<file path="src/rtl/ctr_cap_pkg.sv">
package ctr_cap_pkg;
  typedef enum logic [1:0] {
    REG_COUNT  = 2'd0,
    REG_SNAP   = 2'd1,
    REG_PRESET = 2'd2,
    REG_STEP   = 2'd3
  } reg_sel_e;
endpackage

</file>
<file path="src/rtl/ctr_next_calc.sv">
module ctr_next_calc #(
  parameter int W = 32
) (
  input  logic [W-1:0] count_i,
  input  logic [W-1:0] step_i,
  input  logic         up_i,
  input  logic         sat_i,
  output logic [W-1:0] next_o,
  output logic         term_o
);
  localparam logic [W-1:0] HI = '1;
  localparam logic [W-1:0] LO = '0;

  logic [W:0]   ext;
  logic         over;
  logic [W-1:0] lim;

  always_comb begin
    if (up_i) begin
      ext = {1'b0, count_i} + {1'b0, step_i};
      lim = HI;
    end else begin
      ext = {1'b0, count_i} - {1'b0, step_i};
      lim = LO;
    end
    over = ext[W];
    if (sat_i) begin
      next_o = over ? lim : ext[W-1:0];
      // pulse only on arrival, not while parked at the clamp
      term_o = (count_i != lim) && (over || ext[W-1:0] == lim);
    end else begin
      next_o = ext[W-1:0];
      term_o = over;
    end
  end
endmodule

</file>
<file path="src/rtl/ctr_cfg_regs.sv">
module ctr_cfg_regs
  import ctr_cap_pkg::*;
#(
  parameter int W = 32
) (
  input  logic         clk_i,
  input  logic         rst_ni,
  input  logic         we_i,
  input  logic [1:0]   addr_i,
  input  logic [W-1:0] wdata_i,
  output logic [W-1:0] preset_o,
  output logic [W-1:0] step_o
);
  localparam logic [W-1:0] STEP_RST = W'(1);

  always_ff @(posedge clk_i or negedge rst_ni) begin
    if (!rst_ni) begin
      preset_o <= '0;
      step_o   <= STEP_RST;
    end else if (we_i) begin
      if (addr_i == REG_PRESET) preset_o <= wdata_i;
      if (addr_i == REG_STEP)   step_o   <= wdata_i;
    end
  end

  assert_step_wr_R5: assert property (@(posedge clk_i) disable iff (!rst_ni)
    (we_i && addr_i == REG_STEP) |=> step_o == $past(wdata_i));
endmodule

</file>
<file path="src/rtl/ctr_snap_reg.sv">
module ctr_snap_reg #(
  parameter int W = 32
) (
  input  logic         clk_i,
  input  logic         rst_ni,
  input  logic         capt_i,
  input  logic [W-1:0] count_i,
  output logic [W-1:0] snap_o
);
  always_ff @(posedge clk_i or negedge rst_ni) begin
    if (!rst_ni)     snap_o <= '0;
    else if (capt_i) snap_o <= count_i;
  end

  assert_snap_pre_R8: assert property (@(posedge clk_i) disable iff (!rst_ni)
    capt_i |=> snap_o == $past(count_i));
endmodule

</file>
<file path="src/rtl/ctr_cap_cell.sv">
module ctr_cap_cell
  import ctr_cap_pkg::*;
#(
  parameter int W = 32
) (
  input  logic         clk_i,
  input  logic         rst_ni,
  input  logic         clr_i,
  input  logic         dir_i,
  input  logic         en_i,
  input  logic         load_i,
  input  logic         capt_i,
  input  logic         sat_i,
  input  logic         step_mode_i,
  input  logic         reg_we_i,
  input  logic [1:0]   reg_addr_i,
  input  logic [W-1:0] reg_wdata_i,
  output logic [W-1:0] reg_rdata_o,
  output logic [W-1:0] count_o,
  output logic         tc_o
);
  localparam logic [W-1:0] ONE = W'(1);

  logic [W-1:0] count_q, preset, step_reg, snap, step_eff, next;
  logic         tc_q, term, count_wr;

  assign count_wr = reg_we_i && (reg_addr_i == REG_COUNT);
  assign step_eff = step_mode_i ? step_reg : ONE;

  ctr_cfg_regs #(.W(W)) u_cfg (
    .clk_i, .rst_ni, .we_i(reg_we_i), .addr_i(reg_addr_i),
    .wdata_i(reg_wdata_i), .preset_o(preset), .step_o(step_reg)
  );

  ctr_snap_reg #(.W(W)) u_snap (
    .clk_i, .rst_ni, .capt_i, .count_i(count_q), .snap_o(snap)
  );

  ctr_next_calc #(.W(W)) u_next (
    .count_i(count_q), .step_i(step_eff), .up_i(dir_i), .sat_i,
    .next_o(next), .term_o(term)
  );

  always_ff @(posedge clk_i or negedge rst_ni) begin
    if (!rst_ni) begin
      count_q <= '0;
      tc_q    <= 1'b0;
    end else if (clr_i) begin
      count_q <= '0;
      tc_q    <= 1'b0;
    end else if (load_i) begin
      count_q <= preset;
      tc_q    <= 1'b0;
    end else if (count_wr) begin
      count_q <= reg_wdata_i;  // same-edge count update dropped
      tc_q    <= 1'b0;
    end else if (en_i) begin
      count_q <= next;
      tc_q    <= term;
    end else begin
      tc_q    <= 1'b0;
    end
  end

  always_comb begin
    unique case (reg_sel_e'(reg_addr_i))
      REG_COUNT: reg_rdata_o = count_q;
      REG_SNAP:  reg_rdata_o = snap;
      default:   reg_rdata_o = '0;
    endcase
  end

  assign count_o = count_q;
  assign tc_o    = tc_q;

  assert_clr_zero_R2: assert property (@(posedge clk_i) disable iff (!rst_ni)
    clr_i |=> (count_q == '0) && !tc_q);
  assert_load_preset_R3: assert property (@(posedge clk_i) disable iff (!rst_ni)
    (load_i && !clr_i) |=> count_q == $past(preset));
  assert_idle_hold_R4: assert property (@(posedge clk_i) disable iff (!rst_ni)
    (!clr_i && !load_i && !count_wr && !en_i) |=> $stable(count_q) && !tc_q);
  assert_sat_up_R7: assert property (@(posedge clk_i) disable iff (!rst_ni)
    (en_i && sat_i && dir_i && !clr_i && !load_i && !count_wr)
      |=> count_q >= $past(count_q));
  assert_sat_dn_R7: assert property (@(posedge clk_i) disable iff (!rst_ni)
    (en_i && sat_i && !dir_i && !clr_i && !load_i && !count_wr)
      |=> count_q <= $past(count_q));
  assert_wr_wins_R10: assert property (@(posedge clk_i) disable iff (!rst_ni)
    (count_wr && !clr_i && !load_i) |=> count_q == $past(reg_wdata_i));
endmodule

</file>
<file path="config.mk">
export PLATFORM = sky130hd
export DESIGN_NAME = ctr_cap_cell
export DESIGN_NICKNAME = d
export VERILOG_FILES = /design/src/rtl/ctr_cap_pkg.sv /design/src/rtl/ctr_next_calc.sv /design/src/rtl/ctr_cfg_regs.sv /design/src/rtl/ctr_snap_reg.sv /design/src/rtl/ctr_cap_cell.sv
export SDC_FILE = /design/constraint.sdc
export NUM_CORES = 1
export LEC_CHECK = 0
export BUFFER_PORTS_ARGS = -buffer_cell sky130_fd_sc_hd__clkbuf_2
export CAP_MARGIN = 15
export CORE_MARGIN = 1
export CORE_UTILIZATION = 54
export DETAILED_ROUTE_END_ITERATION = 6
export GPL_TIMING_DRIVEN = 0
export PLACE_DENSITY = 0.9
export SLEW_MARGIN = 20
export SYNTH_ARGS = -nofsm -noshare
export SYNTH_HDL_FRONTEND = slang
export SYNTH_HIERARCHICAL = 1
export SYNTH_SLANG_ARGS = --single-unit
</file>
<file path="constraint.sdc">
create_clock -name clk_i -period 4.01 [get_ports clk_i]
set_input_delay 0.802 -clock clk_i [delete_from_list [all_inputs] [get_ports clk_i]]
set_output_delay 0.802 -clock clk_i [all_outputs]
set_load 0.05 [all_outputs]
</file>
## Yosys cells after proc, flatten, opt, wreduce, memory -nomap -nowiden

Index checks and enable logic that the tools add are counted.

| storage, ports and cells | value |
|---|---|
| bits in registers | 129 |
| output and inout port bits | 65 |
| word-level logic and storage cells | 34 |

| operators by class | value |
|---|---|
| add/sub/neg operators | 2 |
| equality and inequality tests | 5 |
| muxes and demuxes | 15 |
| reduce and logical (&&, ||, !) cells | 7 |

Operators by type and width:

| operator | number |
|---|---|
| two-way mux 32 bit | 8 |
| one-hot mux 32 bit (2 select lines) | 1 |
| adder 32 x 32 -> 33 bit | 1 |
| two-way mux 33 bit | 1 |
| subtractor 32 x 32 -> 33 bit | 1 |
| equality test 32 bit | 1 |
| inequality test 32 bit | 1 |
| two-way mux 1 bit | 5 |
| equality test 2 bit, second input constant | 2 |
| AND reduction 2 bit | 2 |
| nonzero test 4 bit | 1 |
| equality test 2 x 1 -> 1 bit, second input constant | 1 |
| logical AND 1 bit | 2 |
| zero test 2 bit | 1 |
| logical OR 1 bit | 1 |

## Longest topological paths before layout

Gate-level depths: netlist (run 1).

| logic depth | value |
|---|---|
| depth in word-level cells | 11 |
| gate-level depth with buffers | 27 |
| mapped depth without buffers | 25 |

## By module

The synthesis (run 1) kept the hierarchy.

By module, submodules not included:

| module | instances | cells an instance | area an instance (µm²) | seq. area each (µm²) |
|---|---|---|---|---|
| ctr_next_calc | 1 | 491 | 3074.2 | 0.0 |
| ctr_cfg_regs | 1 | 136 | 2514.9 | 1602.8 |
| ctr_cap_cell | 1 | 303 | 2509.9 | 825.8 |
| ctr_snap_reg | 1 | 68 | 1345.0 | 800.8 |

## Worst setup path before layout (run 1)

No wires, ideal clock.

| path | value |
|---|---|
| kind | input to register |
| start | input step_mode_i |
| end | register tc_q, in the netlist tc_o |
| arrival | 4.833 ns |
| data required time | 3.937 ns |
| slack | -0.896 ns |
| stages | 26 |
| path buffers | 1 |
| path through | clkbuf_1 and2_1 inv_1 ha_1 nand2_1 nor3_1 and2_1 and3b_1 nand2_1 nor2_1 nor2_1 xor2_1 ha_1 a21o_1 a21oi_1 o21ai_0 a211oi_1 o21bai_1 or3b_1 xnor2_2 and4bb_1 nand4_1 a21boi_1 o31ai_2 nand3_1 nor2_1 |

| between the ends | value |
|---|---|
| word-level cells in the longest chain between the ends | 11 |
| elaborated cells between the ends (all ways) | 12 |
| classes of those cells | add/sub: 2; eq/ne: 1; mux: 7; reduce/logical: 2 |

RTL lines:

| element | RTL line | RTL |
|---|---|---|
| start, declared | ctr_cap_cell.sv:14 | `input logic step_mode_i,` |
| two-way mux 32 bit * | ctr_cap_cell.sv:28 | `assign step_eff = step_mode_i ? step_reg : ONE;` |
| via step_eff[1] | ctr_cap_cell.sv:24 | `logic [W-1:0] count_q, preset, step_reg, snap, step_eff, next;` |
| subtractor 32 x 32 -> 33 bit or adder 32 x 32 -> 33 bit (tied branches) | ctr_next_calc.sv:23, ctr_next_calc.sv:20 |  |
| two-way mux 33 bit * | ctr_next_calc.sv:19 | `if (up_i) begin` |
| equality test 32 bit | ctr_next_calc.sv:30 | `term_o = (count_i != lim) && (over \|\| ext[W-1:0] == lim);` |
| logical OR 1 bit | ctr_next_calc.sv:30 |  |
| logical AND 1 bit | ctr_next_calc.sv:30 |  |
| two-way mux 1 bit * | ctr_next_calc.sv:27 | `if (sat_i) begin` |
| via term | ctr_cap_cell.sv:25 | `logic tc_q, term, count_wr;` |
| two-way mux 1 bit * | ctr_cap_cell.sv:57 | `end else if (en_i) begin` |
| two-way mux 1 bit * | ctr_cap_cell.sv:54 | `end else if (count_wr) begin` |
| two-way mux 1 bit * | ctr_cap_cell.sv:51 | `end else if (load_i) begin` |
| two-way mux 1 bit * | ctr_cap_cell.sv:48 | `end else if (clr_i) begin` |
| end signal, assigned | ctr_cap_cell.sv:59 | `tc_q <= term;` |
| end, declared | ctr_cap_cell.sv:25 |  |

The timed path passes the listed nets; every way through them passes the cells marked *.
A chain may end at the register's enable or synchronous reset.

## Final worst setup path (run 1)

| path | value |
|---|---|
| start | input dir_i |
| end | register tc_q, in the netlist tc_o |

| between the ends | value |
|---|---|
| word-level cells in the longest chain between the ends | 9 |
| elaborated cells between the ends (all ways) | 11 |
| classes of those cells | eq/ne: 2; mux: 7; reduce/logical: 2 |

RTL lines:

| element | RTL line | RTL |
|---|---|---|
| start, declared | ctr_cap_cell.sv:9 | `input logic dir_i,` |
| two-way mux 33 bit or two-way mux 32 bit (tied branches) | ctr_next_calc.sv:19 |  |
| equality test 32 bit | ctr_next_calc.sv:30 |  |
| logical OR 1 bit | ctr_next_calc.sv:30 |  |
| logical AND 1 bit | ctr_next_calc.sv:30 |  |
| two-way mux 1 bit * | ctr_next_calc.sv:27 |  |
| via term | ctr_cap_cell.sv:25 |  |
| two-way mux 1 bit * | ctr_cap_cell.sv:57 |  |
| two-way mux 1 bit * | ctr_cap_cell.sv:54 |  |
| two-way mux 1 bit * | ctr_cap_cell.sv:51 |  |
| two-way mux 1 bit * | ctr_cap_cell.sv:48 |  |

Marks and branches as above.

==> results of run 1 <==
## power breakdown
part / switching [µW] / total (µW) / internal (µW)
combinational: 1590 / 2650 / 1060
sequential: 239 / 1770 / 1540
clock: 615 / 1560 / 946
## worst register-to-register path, cell delays in order (launching register included)
cell      delay [ns]
dfstp_2         0.36
nand2b_1        0.17
inv_1           0.14
ha_4            0.17
nand2_2         0.07
nor3_4          0.27
and2_4          0.23
and3b_2         0.27
nand2_4         0.09
nor2_2          0.22
a21oi_1         0.12
xor2_1          0.16
ha_1            0.33
inv_1           0.18
nor2_1          0.07
a211oi_1        0.25
o21bai_1        0.12
or3b_4          0.42
xnor2_2         0.16
and4bb_1        0.21
nand4_1         0.11
a21boi_2        0.18
o31ai_2         0.22
nand3_1         0.15
nor2_1          0.14
## through the flow
step	TNS (ns)	total power [µW]	area (µm²)	worst slack, ns	hold WS, ns
2_1_floorplan	-11.63	3520	9570	-0.724	0.454
3_3_place_gp	-54.17	4010	10400	-1.95	0.461
3_5_place_dp	-54.84	4080	10400	-1.90	0.476
4_1_cts	-22.04	5780	11300	-0.847	0.366
5_1_grt	-34.92	6250	11500	-1.16	0.396
6_report	-28.92	5980	11500	-1.06	0.364
## state kept, by name (all words and copies together) (netlist names)
register / flops
count_o: 32
tc_o: 1
u_cfg/preset_o: 32
u_cfg/step_o: 32
u_snap/snap_o: 32
## what timing repair did
| item | in CTS | in global routing |
|---|---|---|
| resized for setup | 47 | 32 |
| pin swaps | 32 | 25 |
| setup endpoints to repair | 33 | 33 |
| setup buffers | 15 | 10 |
| gates cloned | 4 | 0 |
| hold buffers | 0 | 0 |
## cells in the mapped netlist, types with 35 or more instances
cell type | instances | area, µm²
a21oi_1 | 57 | 285
and2_1 | 36 | 225
clkbuf_1 | 39 | 146
dfrtp_1 | 128 | 3200
ha_1 | 35 | 438
inv_1 | 39 | 146
mux2_4 | 60 | 901
mux2i_1 | 35 | 350
nand3_1 | 80 | 400
nand4_1 | 52 | 325
nor2_1 | 85 | 319
o21ai_0 | 45 | 225
## per-layer routing
layer | vias up | track usage [%]
met5 | - | 0
li1 | 3972 | -
met3 | 108 | 7.14
met2 | 524 | 53.3
met1 | 4353 | 43.8
met4 | 0 | 14.4
## logic make-up (layout without fill, tap and decap cells)
group	Yosys count	in the layout	synth area share [%]
adder cells (fa/ha/maj)	36	36	4.85
multiplexers	132	132	17.7
flip-flops	129	129	34.2
AO/OA/AOI/OAI	184	184	12.7
XOR/XNOR	58	58	5.46
AND/OR/NAND/NOR	353	353	19.6
buffers and inverters	106	273	5.62
## final cells by class
class                           count  area share [%]
Buffer                             66            3.98
Clock buffer                       19            3.94
Clock inverter                     13            1.17
Inverter                           40            1.33
Multi-Input combinational cell    763            52.0
Sequential cell                   129            28.1
Tap cell                          220            2.39
Timing Repair Buffer              135            7.11
## how the worst max path moves through the flow
stage / slack, ns / endpoint / cells past startpoint
after global placement: -1.95 / tc_o / 20
after global routing: -1.16 / tc_o / 26
after floorplan: -0.72 / tc_o / 24
after CTS: -0.85 / tc_o / 25
final: -1.06 / tc_o / 20
after detailed placement: -1.90 / tc_o / 20
==> impl_metrics.ini, run 1 <==
[status]
outcome = finished with violations
violations = setup timing

[clock_tree]
worstSkewPairLatency_ns = 0.43
cts_made_buffers = 17
cts_num_sinks = 129
cts_max_level = 4
clk_pin_slew_ns = 0.06
cts_tree = done
cts_max_path_buffers = 2
cts-root-buf = clkbuf_16

[finish]
final_common_cell = dfrtp_1
register_area_um2 = 3230
final_cell_mix = dfrtp_1 (128), clkbuf_2 (110), nand3_1 (80)
utilization_pct = 68.4
fin_nets = 1232
drive_gt1_share_pct = 29.0
syn_to_final_growth_pct = 21.9
fin_cells = 1385
fillCellCount = 1277
multi_input_area_um2 = 5990
antenna_cells = 0

[drt]
routed-via-count = 8957
first_iter_violations = 874
dr_wl_met3_mm = 2.73
via_per_inst = 6.47
met2_length_mm = 13.9
postRouteAntennaNets = 0
maxUsedRoutingLayer = met4
drt-total-wl_mm = 30.0
routedWlPerCell_um = 21.7
m1WireLength_mm = 12.2
drc = 0
dr.pass1.iters = 5

[worst_setup_path]
path_buf_inv = 4
reg2reg_to = tc_o
crit_type = primary input to register
cp.required_ns = 4.37
rr_startpoint = u_cfg/step_o[0]
r2r_setup_slack_ns = -0.86
slowest_stage = clkbuf_2
rr_worst_depth = 24
crit_path_max_fanout = 10
crit_path_start = dir_i
cp-end-kind = register
arrival_ns = 5.42
slowest_delay_ns = 0.41
crit_chain = clkbuf_2 > clkbuf_2 > clkbuf_2 > nor2_1 > xor2_1 > ha_1 > and2_4 > a221oi_4 > a21oi_1 > or3_1 > buf_2 > nor2_1 > o31ai_2 > a211oi_1 > xor2_1 > nand4_1 > a21boi_2 > o31ai_2 > nand3_1 > nor2_1
crit_family = simple AND/OR/NAND/NOR gates
startpoint_type = primary input

[global_routing]
grt_max_degree = 69
grt_antenna_before_repair = 0
grt_remaining_overflow = 0
grt_use_total_pct = 33.4
grt_pass1_wl_mm = 46.3
grt_pass1_vias = 8548

[yosys]
ys_warn_count = 6
synthDistinctLibCells = 66
synthFlopType = dfrtp_1
ys_async_sr_fraction_pct = 100
synth_edf_count = 0
syn_area_per_cell_um2 = 9.46
synth_nets = 1078
syn_inst = 998
yosysSeqAreaShare_pct = 34.2
synthesis.area_um2 = 9440
synth-seq-cells = 129

[floorplan]
dieArea_um2 = 18000
die_y_um = 134
rows = 47
start_util_pct = 56.2
coreArea_um2 = 16800
design.portCount = 109
die_w_um = 134

[timing]
period_minus_slack_ns = 5.07
finalMaxSlewViolations = 0
setup_viol = 33
finalClockSkew_ns = 0.00756
rsz0062_at_grt = yes
hold_viol = 0
max_freq_mhz = 197
slew_headroom_pct = 52.2
layout_setup_ws_ns = -1.06
worst_pin_slew_ns = 0.699
post-route-period-util_pct = 126

[power_and_ir_drop]
max-vdd-ir-drop_mv = 0.351
leakage_uw = 0.00546
powerDensity_nw_per_um2 = 520

[worst_hold_path]
hp-class = primary input to asynchronous set/reset pin

[flow_run]
drv_cap = 0

[place]
portBuffers = 105
placed_cells = 1324
place_congestion = 0.926
place_hpwl_mm = 20.5
(Power assumes the default switching activity.)
==> run 2, diff against run 1 <==
- CELL_PAD_IN_SITES_DETAIL_PLACEMENT: unset -> 0
- CELL_PAD_IN_SITES_GLOBAL_PLACEMENT: unset -> 2
- CORE_UTILIZATION: 54 -> 34
- PLACE_DENSITY: 0.9 -> 0.89
==> run 2 against run 1 <==
Against the previous run: the flow finishes with violations (DRC, setup timing); power rose by 1.7%; clock skew rose by 0.0067 ns; core utilization decreased by 24 points; hold slack lost 0.054 ns; die area increased by 58%; fmax increased by 3.5%; wire length is 7.3% higher; combinational power rose by 5%; final cell count rose by 12%; register-to-register slack gained 0.12 ns; largest power group unchanged.
==> impl_metrics.ini, run 2 (synthesized netlist as in run 1, its figures left out) <==
[drt]
routedWlPerCell_um = 20.8
dr.pass1.iters = 7
routed-via-count = 8550
via_per_inst = 5.53
first_iter_violations = 641
postRouteAntennaNets = 0
drt-total-wl_mm = 32.2
drc = 7

[finish]
fin_area_um2 = 12000
final_common_cell = dfrtp_1
antenna_cells = 0
syn_to_final_growth_pct = 26.6
final_cell_mix = dfrtp_1 (128), clkbuf_2 (108), nand3_1 (79)
fin_nets = 1241
drive_gt1_share_pct = 32.3
fillCellCount = 2666

[timing]
period_minus_slack_ns = 4.89
slew_headroom_pct = 49.7
max_freq_mhz = 204
setup_viol = 33
finalMaxSlewViolations = 0
hold_viol = 0
post-route-period-util_pct = 122
rsz0062_at_grt = yes
layout_setup_ws_ns = -0.883
worst_pin_slew_ns = 0.754
finalClockSkew_ns = 0.0143
setup_tns_ns = -24.84

[power_and_ir_drop]
combPwrFrac_pct = 45.5
intPower_uw = 3530
swShare_pct = 42.0
max-vdd-ir-drop_mv = 0.280
seqPwrFrac_pct = 29.5
powerDensity_nw_per_um2 = 509
p_total_uw = 6090
leakage_uw = 0.00554
switchingPower_uw = 2560
pwr-share-clk_pct = 25.0

[floorplan]
die_w_um = 169
rows = 60
start_util_pct = 34.8
coreArea_um2 = 27100
dieArea_um2 = 28400
die_y_um = 169
design.portCount = 109

[status]
outcome = finished with violations
violations = DRC, setup timing

[worst_hold_path]
hp-class = primary input to asynchronous set/reset pin

[clock_tree]
cts_made_buffers = 17
cts_num_sinks = 129
worstSkewPairLatency_ns = 0.43
cts-root-buf = clkbuf_16
cts_tree = done
cts_max_level = 4
cts_max_path_buffers = 2
clk_pin_slew_ns = 0.06

[global_routing]
grt_use_total_pct = 22.6
grt_antenna_before_repair = 0
grt_max_degree = 85
grt_remaining_overflow = 0
grt_pass1_vias = 8321
grt_pass1_wl_mm = 48.8

[flow_run]
drv_cap = 0

[place]
place_hpwl_mm = 23.4
place_congestion = 0.890
portBuffers = 105
post_dp_cell_area_um2 = 10600

[worst_setup_path]
r2r_setup_slack_ns = -0.74
rr_worst_depth = 23
cp.required_ns = 4.36
arrival_ns = 5.25
rr_startpoint = u_cfg/step_o[0]
crit_path_start = step_mode_i
cp-end-kind = register
startpoint_type = primary input
crit_path_max_fanout = 6
reg2reg_to = tc_o
crit_type = primary input to register
-- run 2: changes by cell type in the layout (fill, tap and decap cells not counted), sizes merged --
| cell | previous run | this run |
|---|---|---|
| clkbuf | 166 | 159 |
| bufinv | 2 | 1 |
| clkinv | 8 | 5 |
| buf | 54 | 69 |
| clkinvlp | 2 | 6 |
| inv | 41 | 42 |
-- run 2: critical path, stage by stage --
cell and delay (ns):
clkbuf_16 0.15, buf_8 0.14, and2_4 0.15, nor3_4 0.24, nand2b_4 0.10, nor4_4 0.31
and3b_2 0.29, buf_4 0.13, a21oi_1 0.07, xor2_1 0.15, ha_1 0.38, a21oi_2 0.18
o21ai_2 0.09, or2_2 0.31, o21ai_1 0.14, or3b_4 0.43, xnor2_4 0.20, and4bb_1 0.21
nand4_1 0.09, a21boi_4 0.17, o31ai_2 0.22, nand3_1 0.13, nor2_2 0.16
-- run 2: what timing repair did --
item                       CTS  global route
buffers inserted            15            21
gates resized for setup     43            94
hold buffers                 0             0
pin swaps                   22            56
setup endpoints to repair   33            33
gates cloned                 1             4
-- run 2: worst max path at each step --
| stage | end | slack (ns) | cells past startpoint |
|---|---|---|---|
| final | tc_o | -0.88 | 23 |
| after global routing | tc_o | -1.08 | 25 |
| after CTS | tc_o | -0.91 | 27 |
| after detailed placement | tc_o | -2.08 | 20 |
| after global placement | tc_o | -2.05 | 20 |
| after floorplan | tc_o | -0.72 | 24 |
-- run 2: area by class of cell --
class / instances / area [µm²] / area share (%)
buffer: 63 / 447 / 3.74
tap: 372 / 465 / 3.89
clock inverter: 14 / 131 / 1.10
timing repair buffer: 147 / 963 / 8.06
sequential: 129 / 3230 / 27.0
clock buffer: 18 / 429 / 3.59
inverter: 40 / 158 / 1.32
multi-input combinational: 763 / 6130 / 51.3
-- run 2: layer usage --
layer | part of all wire, % | routed length, µm | GRT usage [%] | up-vias
met5 | 0 | 0 | 0 | -
met4 | 1.9 | 607 | 6.40 | 0
met3 | 5.6 | 1800 | 3.79 | 32
met2 | 45 | 14600 | 35.0 | 276
met1 | 47 | 15200 | 32.1 | 4253
li1 | - | - | - | 3989
-- run 2: through the flow --
| step | hold WS (ns) | instances | worst slack, ns | util (%) |
|---|---|---|---|---|
| 2_1_floorplan | 0.454 | 998 | -0.724 | - |
| 3_3_place_gp | 0.464 | 1475 | -2.05 | 39.0 |
| 3_5_place_dp | 0.472 | 1476 | -2.08 | 39.1 |
| 4_1_cts | 0.326 | 1524 | -0.914 | 42.2 |
| 5_1_grt | 0.341 | 1546 | -1.08 | 44.1 |
| 6_report | 0.310 | 1546 | -0.883 | 44.1 |
-- run 2: power groups by stage --
stage               Sequential [µW]  Clock, µW  Combinational [µW]
floorplan                      1880          0                1640
global placement               1800          0                2320
detailed placement             1810          0                2340
CTS                            1790       1540                2450
global route                   1830       1600                2980
finish                         1800       1520                2770
==> run 3, diff against run 2 <==
- PLACE_DENSITY: 0.89 -> unset
- PLACE_DENSITY_LB_ADDON: unset -> 0.1
==> run 3 against run 2 <==
Against the previous run: the run ends with setup timing left; power increased by 3.9%; die area unchanged; via count decreased by 3.4%; final cell count decreased by 0.39%; sequential power about the same; clock-buffer cell count decreased by 1; design area increased by 0.29%; critical endpoint unchanged; largest cell class unchanged; clock power increased by 11%; highest routed layer unchanged; register-to-register slack got worse by 0.04 ns.
==> impl_metrics.ini, run 3 (synthesized netlist as in run 1, its figures left out) <==
[global_routing]
grt_pass1_wl_mm = 51.3
grt_max_degree = 68
grt_antenna_before_repair = 0
grt_use_total_pct = 24.1
grt_pass1_vias = 8337
grt_remaining_overflow = 0

[worst_setup_path]
crit_type = primary input to register
path_buf_inv = 5
rr_worst_depth = 23
arrival_ns = 5.29
cp-end-kind = register
startpoint_type = primary input
cp.required_ns = 4.37
slowest_stage = or3b_4
crit_path_max_fanout = 5
cp.depth = 25
crit_family = simple AND/OR/NAND/NOR gates
slowest_delay_ns = 0.43

[floorplan]
die_w_um = 169
die_y_um = 169
start_util_pct = 34.8
dieArea_um2 = 28400
coreArea_um2 = 27100
rows = 60
design.portCount = 109

[clock_tree]
cts_made_buffers = 17
cts_max_level = 4
clk_pin_slew_ns = 0.07
cts_max_path_buffers = 2
hold_buffers = 0
cts_tree = done
cts-root-buf = clkbuf_16
worstSkewPairLatency_ns = 0.44
cts_num_sinks = 129

[timing]
layout_setup_ws_ns = -0.920
hold_viol = 0
rsz0062_at_grt = yes
period_minus_slack_ns = 4.93
hold_ws_ns = 0.333
finalClockSkew_ns = 0.0189
setup_viol = 33
finalMaxSlewViolations = 0
max_freq_mhz = 203
worst_pin_slew_ns = 0.734
slew_headroom_pct = 51.1
post-route-period-util_pct = 123

[drt]
routed-via-count = 8256
via_per_inst = 5.36
routedWlPerCell_um = 21.7
postRouteAntennaNets = 0
drc = 0
drt-total-wl_mm = 33.4
dr.pass1.iters = 4
first_iter_violations = 401

[power_and_ir_drop]
powerDensity_nw_per_um2 = 527
max-vdd-ir-drop_mv = 0.264
leakage_uw = 0.00558

[finish]
register_area_um2 = 3230
fin_area_um2 = 12000
multi_input_area_um2 = 6150
drive_gt1_share_pct = 31.8
final_common_cell = dfrtp_1
fin_cells = 1540
final_cell_mix = dfrtp_1 (128), clkbuf_2 (106), nand3_1 (79)
fin_nets = 1235
fillCellCount = 2687
syn_to_final_growth_pct = 26.9
utilization_pct = 44.2
antenna_cells = 0

[place]
placed_cells = 1476
portBuffers = 105
place_congestion = 0.873
post_dp_cell_area_um2 = 10600
place_hpwl_mm = 24.8

[status]
outcome = finished with violations
violations = setup timing

[worst_hold_path]
hp-class = primary input to asynchronous set/reset pin

[flow_run]
drv_cap = 0
[run 3: changes by cell type in the layout (fill, tap and decap cells not counted), moves of 3 or more]
cell | previous run | this run
ha_2 | 7 | 3
buf_4 | 37 | 30
inv_8 | 1 | 7
o21ai_2 | 7 | 10
clkinvlp_4 | 6 | 1
ha_1 | 26 | 29
o21ai_0 | 19 | 16
[run 3: power by group]
group	switching, µW	leakage [µW]	internal [µW]
clock network	784	0.000297	900
logic	1680	0.00367	1170
registers	257	0.00161	1530
total	2720	0.00558	3600
[run 3: timing repair]
item,4_1_cts,5_1_grt
pin swaps,41,40
cloned,4,0
buffers inserted,18,12
gates resized for setup,76,69
endpoints found under the setup margin,33,33
[run 3: layer usage]
metal  global-route usage, %  vias to the layer above  routed length (µm)
met4                    7.19                        0                 601
li1                        -                     3974                   -
met5                       0                        -                   0
met3                    4.04                       39                1400
met2                    37.1                      217               14800
met1                    34.5                     4026               16600
[run 3: worst paths after layout]
path                              startpoint                to  slack (ns)
setup / recovery                 step_mode_i              tc_o       -0.92
hold / removal                        rst_ni       count_o[12]        0.33
setup reg to reg             u_cfg/step_o[0]              tc_o       -0.78
hold reg to reg            u_cfg/preset_o[8]        count_o[8]        0.48
max in group asynchronous             rst_ni  u_cfg/step_o[23]        2.90
min in group clk_i         u_cfg/preset_o[8]        count_o[8]        0.48
[run 3: per-stage QoR]
step	total power (µW)	setup slack (ns)	TNS, ns
global placement	4210	-2.47	-103.91
finish	6320	-0.920	-27.53
floorplan	3520	-0.724	-11.63
CTS	6140	-0.998	-27.33
global route	6670	-1.14	-33.19
detailed placement	4200	-2.40	-72.17
[run 3: final cells by class]
class                      count  area share [%]
clock buffer                  17            3.55
buffer                        64            4.29
multi-input combinational    763            51.3
timing repair buffer         140            7.25
inverter                      40            1.27
clock inverter                15            1.53
sequential                   129            26.9
tap                          372            3.88
